[src/rtl/attr_timer_pkg.sv]
package attr_timer_pkg;

  localparam int unsigned SUB_STEPS = 15;
  localparam int unsigned CODE_W    = 3;
  localparam int unsigned STEP_W    = $clog2(SUB_STEPS);

  // lit steps per sub-cycle for each brightness code
  function automatic logic [STEP_W-1:0] lit_steps(input logic [CODE_W-1:0] code);
    logic [STEP_W-1:0] t;
    case (code)
      3'd0:    t = STEP_W'(15);
      3'd1:    t = STEP_W'(12);
      3'd2:    t = STEP_W'(8);
      3'd3:    t = STEP_W'(6);
      3'd4:    t = STEP_W'(4);
      3'd5:    t = STEP_W'(3);
      3'd6:    t = STEP_W'(2);
      default: t = STEP_W'(0);
    endcase
    return t;
  endfunction

  // on/off decision for one digit
  function automatic logic digit_on(input logic blink, input logic flash,
                                    input logic fbit, input logic phase_on);
    logic r;
    if (blink)              r = phase_on;
    else if (flash && fbit) r = phase_on;
    else                    r = 1'b1;
    return r;
  endfunction

endpackage

[src/rtl/attr_rate_divider.sv]
module attr_rate_divider #(
  parameter int unsigned HALF_PERIOD = 14336
) (
  input  logic clk,
  input  logic rst_n,
  output logic phase_on,
  output logic half_wrap
);
  localparam int unsigned CNT_W = $clog2(HALF_PERIOD);
  localparam logic [CNT_W-1:0] LAST = CNT_W'(HALF_PERIOD - 1);

  logic [CNT_W-1:0] cnt;

  assign half_wrap = (cnt == LAST);

  always_ff @(posedge clk) begin
    if (!rst_n) begin
      cnt      <= '0;
      phase_on <= 1'b1;
    end else if (half_wrap) begin
      cnt      <= '0;
      phase_on <= ~phase_on;
    end else begin
      cnt      <= cnt + 1'b1;
    end
  end

  p_count_bound_r2: assert property (@(posedge clk) disable iff (!rst_n)
    cnt <= LAST);

  p_flip_only_at_wrap_r2: assert property (@(posedge clk) disable iff (!rst_n)
    (phase_on != $past(phase_on)) |-> ($past(cnt) == LAST));

  p_wrap_restarts_r2: assert property (@(posedge clk) disable iff (!rst_n)
    half_wrap |=> (cnt == '0));

endmodule

[src/rtl/bright_pwm.sv]
module bright_pwm
  import attr_timer_pkg::*;
(
  input  logic              clk,
  input  logic              rst_n,
  input  logic [CODE_W-1:0] code,
  output logic              gate,
  output logic              step_wrap
);
  localparam logic [STEP_W-1:0] LAST_STEP = STEP_W'(SUB_STEPS - 1);

  logic [STEP_W-1:0] step;
  logic [STEP_W-1:0] thresh;

  assign thresh    = lit_steps(code);
  assign step_wrap = (step == LAST_STEP);
  assign gate      = (step < thresh);

  always_ff @(posedge clk) begin
    if (!rst_n)         step <= '0;
    else if (step_wrap) step <= '0;
    else                step <= step + 1'b1;
  end

  p_step_bound_r3: assert property (@(posedge clk) disable iff (!rst_n)
    step <= LAST_STEP);

  p_full_code_lit_r3: assert property (@(posedge clk) disable iff (!rst_n)
    (code == '0) |-> gate);

  p_blank_code_dark_r4: assert property (@(posedge clk) disable iff (!rst_n)
    (code == '1) |-> !gate);

endmodule

[src/rtl/digit_gate.sv]
module digit_gate
  import attr_timer_pkg::*;
#(
  parameter int unsigned DIGITS = 8
) (
  input  logic              clk,
  input  logic              rst_n,
  input  logic              blink_en,
  input  logic              flash_en,
  input  logic [DIGITS-1:0] flash_bits,
  input  logic              phase_on,
  input  logic              gate,
  output logic [DIGITS-1:0] digit_en
);
  logic [DIGITS-1:0] attr_on;

  for (genvar i = 0; i < DIGITS; i++) begin : g_digit
    assign attr_on[i]  = digit_on(blink_en, flash_en, flash_bits[i], phase_on);
    assign digit_en[i] = attr_on[i] & gate;
  end

  p_needs_gate_r8: assert property (@(posedge clk) disable iff (!rst_n)
    (|digit_en) |-> gate);

  p_blink_all_same_r7: assert property (@(posedge clk) disable iff (!rst_n)
    blink_en |-> (digit_en == '0 || digit_en == '1));

  p_flash_ignored_r6: assert property (@(posedge clk) disable iff (!rst_n)
    (!blink_en && !flash_en) |-> (digit_en == {DIGITS{gate}}));

  p_flashing_off_r5: assert property (@(posedge clk) disable iff (!rst_n)
    (flash_en && !blink_en && !phase_on) |-> ((digit_en & flash_bits) == '0));

endmodule

[src/rtl/attr_timer.sv]
module attr_timer
  import attr_timer_pkg::*;
#(
  parameter int unsigned DIGITS      = 8,
  parameter int unsigned HALF_PERIOD = 14336
) (
  input  logic              clk,
  input  logic              rst_n,
  input  logic [4:0]        attr_word,
  input  logic [DIGITS-1:0] flash_bits,
  output logic [DIGITS-1:0] digit_en,
  output logic              bright_gate
);
  localparam int unsigned BLINK_BIT = 4;
  localparam int unsigned FLASH_BIT = 3;

  logic phase_on;
  logic half_wrap;
  logic step_wrap;
  logic blink_en;
  logic flash_en;
  logic [CODE_W-1:0] bright_code;

  assign blink_en    = attr_word[BLINK_BIT];
  assign flash_en    = attr_word[FLASH_BIT];
  assign bright_code = attr_word[CODE_W-1:0];

  attr_rate_divider #(.HALF_PERIOD(HALF_PERIOD)) u_div (
    .clk       (clk),
    .rst_n     (rst_n),
    .phase_on  (phase_on),
    .half_wrap (half_wrap)
  );

  bright_pwm u_pwm (
    .clk       (clk),
    .rst_n     (rst_n),
    .code      (bright_code),
    .gate      (bright_gate),
    .step_wrap (step_wrap)
  );

  digit_gate #(.DIGITS(DIGITS)) u_gate (
    .clk        (clk),
    .rst_n      (rst_n),
    .blink_en   (blink_en),
    .flash_en   (flash_en),
    .flash_bits (flash_bits),
    .phase_on   (phase_on),
    .gate       (bright_gate),
    .digit_en   (digit_en)
  );

  // both counters leave reset together and wrap on their own schedules
  p_restart_on_r9: assert property (@(posedge clk) disable iff (!rst_n)
    $rose(rst_n) |-> (phase_on && bright_gate == (bright_code != '1)));

  p_no_early_flip_r1: assert property (@(posedge clk) disable iff (!rst_n)
    (half_wrap && step_wrap) |-> (phase_on == $past(phase_on)));

endmodule

[config.mk]
export PLATFORM = sky130hd
export DESIGN_NAME = attr_timer
export DESIGN_NICKNAME = d
export VERILOG_FILES = /design/src/rtl/attr_timer_pkg.sv /design/src/rtl/attr_rate_divider.sv /design/src/rtl/bright_pwm.sv /design/src/rtl/digit_gate.sv /design/src/rtl/attr_timer.sv
export SDC_FILE = /design/constraint.sdc
export NUM_CORES = 1
export LEC_CHECK = 0
export ABC_AREA = 1
export BUFFER_PORTS_ARGS = -buffer_cell sky130_fd_sc_hd__buf_2
export CAP_MARGIN = 15
export CORE_MARGIN = 5
export CORE_UTILIZATION = 58
export CTS_BUF_LIST = sky130_fd_sc_hd__clkbuf_16
export DETAILED_ROUTE_END_ITERATION = 8
export HOLD_SLACK_MARGIN = 0.1
export PLACE_DENSITY = 0.83
export SYNTH_ARGS = -nofsm -noshare
export SYNTH_HDL_FRONTEND = slang
export SYNTH_HIERARCHICAL = 1
export SYNTH_SLANG_ARGS = --single-unit
[constraint.sdc]
create_clock -name clk -period 3.75 [get_ports clk]
set_input_delay 1.125 -clock clk [delete_from_list [all_inputs] [get_ports clk]]
set_output_delay 1.125 -clock clk [all_outputs]
set_load 0.02 [all_outputs]
Word-level counts from Yosys, hierarchy flattened
Cells that the tools add are included.

Reductions and logical operators: 11. $add $sub $neg: 2. Muxes and demuxes: 17. Magnitude comparators: 1. Eq/ne operators: 8. Bitwise logic cells: 10.

Operators with widths (number): case mux 4 bit (7 select lines) (1); 2-to-1 mux 1 bit (16); adder 14 x 1 -> 14 bit (second input constant) (1); == test 14 bit (second input constant) (1); == test 3 bit (second input constant) (3); AND 1 bit (8); logical AND 1 bit (8); == test 3 x 2 -> 1 bit (second input constant) (2); adder 4 x 1 -> 4 bit (second input constant) (1); == test 4 bit (second input constant) (1); < comparator 4 bit (1); OR reduction 2 bit (2); == test 3 x 1 -> 1 bit (second input constant) (1); logical NOT 3 bit (1); inverter 1 bit (2).

Input port bits: 15. Bits in registers: 19. Output and inout bits: 9.

Depth between registers and ports, before layout
Gate-level depths: netlist of run 1.

Depth in word-level cells: 4. Mapped depth: 10. Depth with buffers taken out: 10.

Modules after synthesis
Netlist of run 1, hierarchy kept.

Modules (own cells, without submodules): attr_rate_divider (times used 1, area an instance 764.5 µm², cells each 108); bright_pwm (times used 1, area an instance 311.5 µm², cells each 43); digit_gate (times used 1, area an instance 126.4 µm², cells each 28).

Least setup slack after synthesis of run 1
OpenSTA, ideal clock, no wires.

Path kind: input -> output. From: input port attr_word[0]. To: output port digit_en[0]. Data required time: 2625 ps. Data arrival time: 2781 ps. Setup slack: -156 ps. Stages: 10. Path through: inv_1 nand2_1 nand2_1 xor2_1 ha_1 nand2_1 nand2_1 a21oi_1 inv_1 a21oi_1.

Longest elaborated chain between the ends: 4. Elaborated cells between the ends (all ways): 10. Classes of those cells: order compare: 1; eq/ne: 6; mux: 1; bitwise: 1; reduce/logical: 1.

RTL lines: start, declared (RTL line attr_timer.sv:9) `input logic [4:0] attr_word,`; == test 3 bit (tied with other cells) (RTL line attr_timer_pkg.sv:10) `case (code)`; case mux 4 bit (7 select lines) * (RTL line attr_timer_pkg.sv:10); < comparator 4 bit * (RTL line bright_pwm.sv:17) `assign gate = (step < thresh);`; net bright_gate (RTL line attr_timer.sv:12) `output logic bright_gate`; AND 1 bit * (RTL line digit_gate.sv:19) `assign digit_en[i] = attr_on[i] & gate;`; end, declared (RTL line attr_timer.sv:11) `output logic [DIGITS-1:0] digit_en,`.

The timed path passes the listed nets; every way through them passes the cells marked *.

Worst setup path in the final report of run 1
From: input port attr_word[1]. To: output port digit_en[0].

Longest elaborated chain between the ends: 4. Elaborated cells between the ends (all ways): 10. Classes of those cells: order compare: 1; eq/ne: 6; mux: 1; bitwise: 1; reduce/logical: 1.

RTL lines (RTL line): == test 3 bit (tied with other cells) (attr_timer_pkg.sv:10); case mux 4 bit (7 select lines) * (attr_timer_pkg.sv:10); < comparator 4 bit * (bright_pwm.sv:17); AND 1 bit * (digit_gate.sv:19).

Every way passes the cells marked *; elsewhere a longest branch is shown, timed or not.

==> out/metrics.cfg, run 1 <==
[outcome]
status=complete, no violations

[clock_tree]
worstSkewPairLatency_ns=0.25
cts_sinks=19
tritoncts=yes
clk_pin_slew_ns=0.05
h-tree-depth=1
cts-hold-fix-buffers=0
clock_path_buffers=2
cts_root_buffer=clkbuf_16
cts_setup_buffers=0
cts-buffers-inserted=3

[floorplan]
core_area_sq_um=1960
die_height_um=55.4
initial_core_util=0.610
num_rows=16
die_w_um=55.4
die-area_sq_um=3070
io_pins=24

[global_routing]
grt_antenna_before_repair=0
grt-ovfl-total=0
grt_usage=0.173
grt_pass1_vias=1115
grt_max_degree=14
grt_pass1_wl_mm=4.40

[sta]
fin_skew_ns=0.00401
relSlewSlack=0.736
period_needed_ns=3.65
report.final.slew_viol_count=0
fin_crit_sh=0.974
fmax_mhz=274
hold_viol_final=0
tightest_slew_ns=0.395
setup_viol_count_final=0

[finish]
nNetsFinal=225
design_area_sq_um=1460
final_common_cell=nand2_1
layout_common_cells=nand2_1, nor2_1, inv_1
area_growth_pct=21.8
n_antenna_cell=0
drive_gt1_frac=0.236
final_cell_count_no_fill=230

[power]
p_total_uw=535
ir_worst_vdd_v=0.000358
total_leakage_power_nw=0.686
powerDensity_nw_per_um2=367

[worst_setup_path]
r2r-start=u_div/cnt[0]
worstRegToRegCells=6
worstPathMaxFanout=8
required_ns=2.62
start_kind=input pin
path_class=in -> out
r2r_setup_slack_ns=2.33
critical_path.startpoint=attr_word[1]
cp.arrival_ns=2.53
end_kind=output port

[place]
dp.cells=226
dp_hpwl_mm=1.97
gp_congestion=0.873
placement.io_buffers=23
place_area_sq_um=1350

[routing]
ant_nets=0
drt_wl_total_mm=2.66
drc_errors=0
dr.pass1.iters=4
via_count=1154
vias_per_cell=5.02
first_iter_violations=22
wl_per_cell_um=11.6

[logic_synthesis]
syn_area_sq_um=1200
synthCells=178
syn_avg_cell_area_sq_um=6.73
yosysWarnings=6
synth_nets=199

[min_path]
min_from=u_div/cnt[0]
min_path_type=reg -> reg
hold_depth=1

[run]
max-cap-violations=0

report_power, final:
| group | switching, mW | total, mW | internal, mW |
|---|---|---|---|
| registers | 0.00578 | 0.213 | 0.208 |
| clock network | 0.0753 | 0.218 | 0.143 |
| logic | 0.0609 | 0.103 | 0.0425 |
| total | 0.142 | 0.535 | 0.393 |
metrics by stage:
step / setup TNS [ns] / setup slack, ns / utilization / hold slack [ns]
floorplan: 0 / 0.0524 / - / 0.429
global placement: 0 / 0.0850 / 0.690 / 0.442
detailed placement: -0.192 / -0.0347 / 0.690 / 0.467
CTS: 0 / 0.0507 / 0.731 / 0.480
global route: -0.00762 / -0.00762 / 0.744 / 0.506
finish: 0 / 0.0976 / 0.744 / 0.468
area by class of cell:
| cell class | instances | area [sq um] |
|---|---|---|
| well taps | 27 | 33.8 |
| multi-input cells | 132 | 733 |
| inverters | 25 | 96.3 |
| clock inverters | 1 | 5.00 |
| clock buffers | 3 | 75.1 |
| repair buffers | 23 | 135 |
| fillers | 173 | 503 |
| flip-flops and latches | 19 | 380 |
state kept, by name, indices dropped and copies added, names as in the netlist:
signal / count
u_div/cnt: 14
u_pwm/step: 4
u_div/phase_on: 1
worst paths after layout:
path,end
max reg2reg,u_div/cnt[12]
min reg2reg,u_div/cnt[0]
min,u_div/cnt[0]
max,digit_en[0]
per-layer routing:
| metal | track usage | vias to the layer above | part of all wire |
|---|---|---|---|
| met3 | 0.0513 | 6 | 0.038 |
| met2 | 0.334 | 20 | 0.55 |
| met1 | 0.162 | 523 | 0.39 |
| met4 | 0.0868 | 0 | 0.021 |
| li1 | - | 605 | - |
| met5 | 0 | - | 0 |
what timing repair did:
item / CTS / global route
endpoints found under the setup margin: 8 / 8
endpoints found under the hold margin: 0 / 0
pin swaps: 0 / 4
resized for setup: 1 / 12
worst max-delay path, cell delays in order:
cell     delay (ns)
buf_2          0.10
inv_1          0.05
nand2_1        0.05
nand2_1        0.06
xor2_1         0.16
ha_1           0.28
nand2_1        0.06
nand2_1        0.06
a21oi_2        0.19
inv_4          0.10
a21oi_2        0.13
buf_4          0.15
Note: power is estimated with default switching activity, not from simulation.
==> run 2, diff against run 1 <==
--- a/config.mk
+++ b/config.mk
@@ -5,11 +5,10 @@
 export SDC_FILE = /design/constraint.sdc
 export NUM_CORES = 1
 export LEC_CHECK = 0
-export ABC_AREA = 1
 export BUFFER_PORTS_ARGS = -buffer_cell sky130_fd_sc_hd__buf_2
 export CAP_MARGIN = 15
 export CORE_MARGIN = 5
-export CORE_UTILIZATION = 58
+export CORE_UTILIZATION = 57
 export CTS_BUF_LIST = sky130_fd_sc_hd__clkbuf_16
 export DETAILED_ROUTE_END_ITERATION = 8
 export HOLD_SLACK_MARGIN = 0.1
==> out/metrics.cfg, run 2 <==
[routing]
vias_per_cell=5.50
drc_errors=0
wl_per_cell_um=14.8
first_iter_violations=20
via_count=946
dr.pass1.iters=4
ant_nets=0
drt_wl_total_mm=2.55

[worst_setup_path]
required_ns=2.62
worstPathMaxFanout=4
path_class=in -> out
start_kind=input pin
cp.arrival_ns=2.73
end_kind=output port

[floorplan]
core_area_sq_um=1920
io_pins=24
die-area_sq_um=2980
num_rows=16
die_height_um=54.5
die_w_um=54.5
initial_core_util=0.589

[power]
powerDensity_nw_per_um2=397
total_leakage_power_nw=0.576
ir_worst_vdd_v=0.000499

[clock_tree]
clock_path_buffers=2
cts-hold-fix-buffers=0
worstSkewPairLatency_ns=0.25
clk_pin_slew_ns=0.06
cts_root_buffer=clkbuf_16
cts_sinks=19
tritoncts=yes
cts_setup_buffers=0
cts-buffers-inserted=3
h-tree-depth=1

[finish]
reg_top3=u_div/cnt (14), u_pwm/step (4), u_div/phase_on (1)
n_antenna_cell=0
drive_gt1_frac=0.386
final_common_cell=dfxtp_1
regMostFlops=u_div/cnt
final_cell_count_no_fill=172
nNetsFinal=167
layout_common_cells=dfxtp_1, nor2_1, buf_2
area_growth_pct=32.6
largest_reg_flops=14

[logic_synthesis]
synth_area_leaders=dfxtp_1, ha_1, a21oi_2, xnor2_1, o21a_1
synth.top_cells.by_count=dfxtp_1, nor2_1, a21oi_2, o21a_1, xnor2_1
synth_edf_count=0
ys_types=34
synthMostInstantiatedCell=dfxtp_1
ys_ff_latch=19
seq_area_frac_synth=0.336
yosysWarnings=6
syn_area_sq_um=1130
synth_top_cell_area_share=0.336
synthFlopType=dfxtp_1
synth_top_cell_by_area=dfxtp_1
synthCells=120
syn_avg_cell_area_sq_um=9.43
async_flop_share=0
synth_nets=141

[global_routing]
use_met2=0.321
grt_pass1_vias=918
grt_antenna_before_repair=0
use_met3=0.0381
use_met1=0.226
grt_max_degree=13
busiest_layer=met2
grt_pass1_wl_mm=4.04
grt_usage=0.189
grt-ovfl-total=0

[sta]
fmax_mhz=260
tightest_slew_ns=0.618
report.final.slew_viol_count=0
setup_viol_count_final=8
relSlewSlack=0.586
tns_ns=-0.616
setup_ws_ns=-0.103
hold_viol_final=0
rsz0062_at_grt=true
fin_crit_sh=1.03
period_needed_ns=3.85
fin_skew_ns=0.00406

[outcome]
status=complete, but fails checks
failed_checks=negative setup slack

[place]
dp.cells=167
gp_congestion=0.766
dp_hpwl_mm=1.62
placement.io_buffers=23

[run]
max-cap-violations=0

[min_path]
min_path_type=reg -> reg

run 2: per-stage QoR:
stage / cell area [sq um] / power (mW) / worst slack [ns] / util / hold slack, ns
after floorplan: 1210 / 0.312 / -0.0318 / - / 0.418
after global placement: 1330 / 0.339 / -0.0475 / 0.690 / 0.430
after detailed placement: 1330 / 0.344 / -0.134 / 0.690 / 0.439
after CTS: 1490 / 0.596 / -0.100 / 0.777 / 0.447
after global routing: 1500 / 0.625 / -0.266 / 0.781 / 0.476
final: 1500 / 0.596 / -0.103 / 0.781 / 0.444
run 2: final cells by class:
type / count / area [sq um]
multi-input cells: 92 / 778
fillers: 124 / 422
flip-flops and latches: 19 / 380
repair buffers: 25 / 206
clock buffers: 3 / 75.1
well taps: 27 / 33.8
inverters: 5 / 18.8
clock inverters: 1 / 7.51
run 2: kinds of logic after synthesis:
group | share of synthesized area
buffers and inverters | 0.0454
AOI/OAI and AO/OA | 0.196
DFF | 0.336
and+or+nand+nor | 0.221
adders and majority gates | 0.0664
muxes | 0.0199
xor gates and xnor gates | 0.115
run 2: report_power, final:
group,leakage [nW],internal (mW),switching [mW],total [mW]
sequential,0.154,0.208,0.00629,0.214
clock,0.0371,0.144,0.0754,0.219
combinational,0.384,0.0872,0.0759,0.163
total,0.576,0.439,0.158,0.596
run 2: critical path, cell delays in order:
cell	delay [ns]
buf_8	0.11
xnor2_4	0.18
xnor2_2	0.14
ha_1	0.26
o211ai_1	0.18
a21oi_1	0.07
a211oi_2	0.22
buf_4	0.20
o21a_4	0.13
buf_6	0.11
run 2: worst paths after layout:
| kind | to | start | cells past startpoint | slack (ns) |
|---|---|---|---|---|
| max | digit_en[6] | attr_word[2] | 10 | -0.10 |
| min | u_div/cnt[0] | u_div/cnt[0] | 1 | 0.44 |
| max reg2reg | u_div/cnt[9] | u_div/cnt[0] | 5 | 1.67 |
| min reg2reg | u_div/cnt[0] | u_div/cnt[0] | 1 | 0.44 |
run 2: per-layer routing:
| layer | part of all wire | wire length [um] |
|---|---|---|
| met1 | 0.42 | 1070 |
| met4 | 0.025 | 64 |
| met3 | 0.047 | 119 |
| met5 | 0 | 0 |
| met2 | 0.51 | 1300 |
run 2: repair_timing:
| action | in CTS | in global routing |
|---|---|---|
| setup endpoints to repair | 9 | 9 |
| gates cloned | 1 | 0 |
| endpoints found under the hold margin | 0 | 0 |
| pin swaps | 0 | 0 |
| gates resized for setup | 25 | 1 |
==> run 3, diff against run 2 <==
--- a/config.mk
+++ b/config.mk
@@ -11,6 +11,7 @@
 export CORE_UTILIZATION = 57
 export CTS_BUF_LIST = sky130_fd_sc_hd__clkbuf_16
 export DETAILED_ROUTE_END_ITERATION = 8
+export GPL_TIMING_DRIVEN = 0
 export HOLD_SLACK_MARGIN = 0.1
 export PLACE_DENSITY = 0.83
 export SYNTH_ARGS = -nofsm -noshare
==> out/metrics.cfg, run 3 (same netlist as run 2, synthesis figures left out) <==
[worst_setup_path]
rr_endpoint=u_div/cnt[13]
critPathCapture=digit_en[1]
cp.arrival_ns=2.82
end_kind=output port
start_kind=input pin
worstRegToRegCells=5
r2r_setup_slack_ns=1.63
r2r-start=u_div/cnt[0]
critical_path.startpoint=attr_word[2]
worstPathMaxFanout=8
path_class=in -> out
required_ns=2.62

[finish]
fin_util=0.797
design_area_sq_um=1530
final_common_cell=dfxtp_1
nNetsFinal=170
largest_reg_flops=14
drive_gt1_frac=0.399
layout_common_cells=dfxtp_1, nor2_1, buf_2
reg_top3=u_div/cnt (14), u_pwm/step (4), u_div/phase_on (1)
regMostFlops=u_div/cnt
area_growth_pct=35.4
n_antenna_cell=0

[global_routing]
grt-ovfl-total=0
grt_antenna_before_repair=0
grt_pass1_vias=1005
grt_usage=0.226
grt_pass1_wl_mm=4.71
grt_max_degree=12

[sta]
setup_viol_count_final=8
tns_ns=-1.47
fin_crit_sh=1.05
setup_ws_ns=-0.192
period_needed_ns=3.94
rsz0062_at_grt=true
report.final.slew_viol_count=0
relSlewSlack=0.599
hold_viol_final=0
fin_skew_ns=0.00224
fmax_mhz=254
tightest_slew_ns=0.600

[clock_tree]
cts_root_buffer=clkbuf_16
clock_path_buffers=2
clk_pin_slew_ns=0.05
cts-buffers-inserted=3
tritoncts=yes
worstSkewPairLatency_ns=0.25
cts-hold-fix-buffers=0
h-tree-depth=1
cts_sinks=19

[power]
total_leakage_power_nw=0.593
switching_share=0.264
pwr-share-comb=0.271
p_int_uw=438
ir_worst_vdd_v=0.000369
p_clk_frac=0.369
p_switching_uw=157
seqPwrFrac=0.360
powerDensity_nw_per_um2=388

[floorplan]
io_pins=24
die-area_sq_um=2980
die_height_um=54.5
core_area_sq_um=1920
num_rows=16
die_w_um=54.5
initial_core_util=0.589

[place]
place_area_sq_um=1350
placement.io_buffers=21
gp_congestion=0.773
dp_hpwl_mm=1.68

[routing]
vias_per_cell=5.55
via_count=972
ant_nets=0
drc_errors=0
dr.pass1.iters=4
wl_per_cell_um=16.3
drt_wl_total_mm=2.85
first_iter_violations=17

[outcome]
status=complete, but fails checks
failed_checks=negative setup slack

[run]
max-cap-violations=0

[min_path]
min_path_type=reg -> reg

==> run 3: cell types whose count changed in the layout (fill, tap and decap cells not counted) <==
cell        before  now
clkbuf_2         0    1
clkinvlp_4       1    0
buf_2           12   11
a21oi_2          8    9
xnor2_2          1    0
buf_6           11   10
buf_12           0    1
buf_4            1    3
xnor2_1          7    8
clkbuf_8         0    1
clkinv_2         0    1
a21oi_1          2    1
==> run 3: critical path, stage by stage <==
cell,delay [ns]
buf_12,0.11
xnor2_4,0.17
xnor2_1,0.14
ha_1,0.25
o211ai_1,0.26
a21oi_2,0.08
a211oi_2,0.21
clkbuf_8,0.23
o21a_4,0.13
buf_6,0.11
==> run 3: worst min-delay path by stage <==
stage	startpoint	end	slack (ns)	cells past startpoint
global route	u_div/cnt[0]	u_div/cnt[0]	0.49	1
finish	u_div/cnt[0]	u_div/cnt[0]	0.46	1
global placement	u_div/cnt[0]	u_div/cnt[0]	0.43	1
floorplan	u_div/cnt[0]	u_div/cnt[0]	0.42	1
detailed placement	u_div/cnt[0]	u_div/cnt[0]	0.45	1
CTS	u_div/cnt[0]	u_div/cnt[0]	0.46	1
==> run 3: metrics by stage <==
stage / worst slack (ns) / power (mW) / hold WS, ns / std cells
final: -0.192 / 0.594 / 0.461 / 175
after global routing: -0.272 / 0.622 / 0.488 / 175
after CTS: -0.225 / 0.597 / 0.465 / 174
after detailed placement: -0.124 / 0.346 / 0.453 / 168
after global placement: -0.0930 / 0.342 / 0.427 / 168
after floorplan: -0.0318 / 0.312 / 0.418 / 120
==> run 3: power groups by stage <==
stage               Sequential (mW)  Clock (mW)  Combinational [mW]
global placement              0.218           0               0.124
finish                        0.214       0.219               0.161
floorplan                     0.217           0              0.0957
CTS                           0.214       0.225               0.159
detailed placement            0.218           0               0.128
global route                  0.215       0.236               0.171
==> run 3: layer usage <==
metal  routed length [um]  track usage
met2                 1490        0.406
met1                 1130        0.228
met5                    0            0
met3                  165       0.0654
met4                   65        0.137
==> run 3: cell type report <==
class	instances	area (sq um)
clock buffer	3	75.1
clock inverter	1	5.00
sequential	19	380
buffer	4	41.3
timing repair buffer	24	203
tap	27	33.8
fill	127	390
inverter	5	18.8
multi-input combinational	92	774
==> run 3: repair_timing <==
action	in CTS	in global routing
setup buffers	2	1
gates resized for setup	22	2
pin swaps	5	5
setup endpoints to repair	8	9
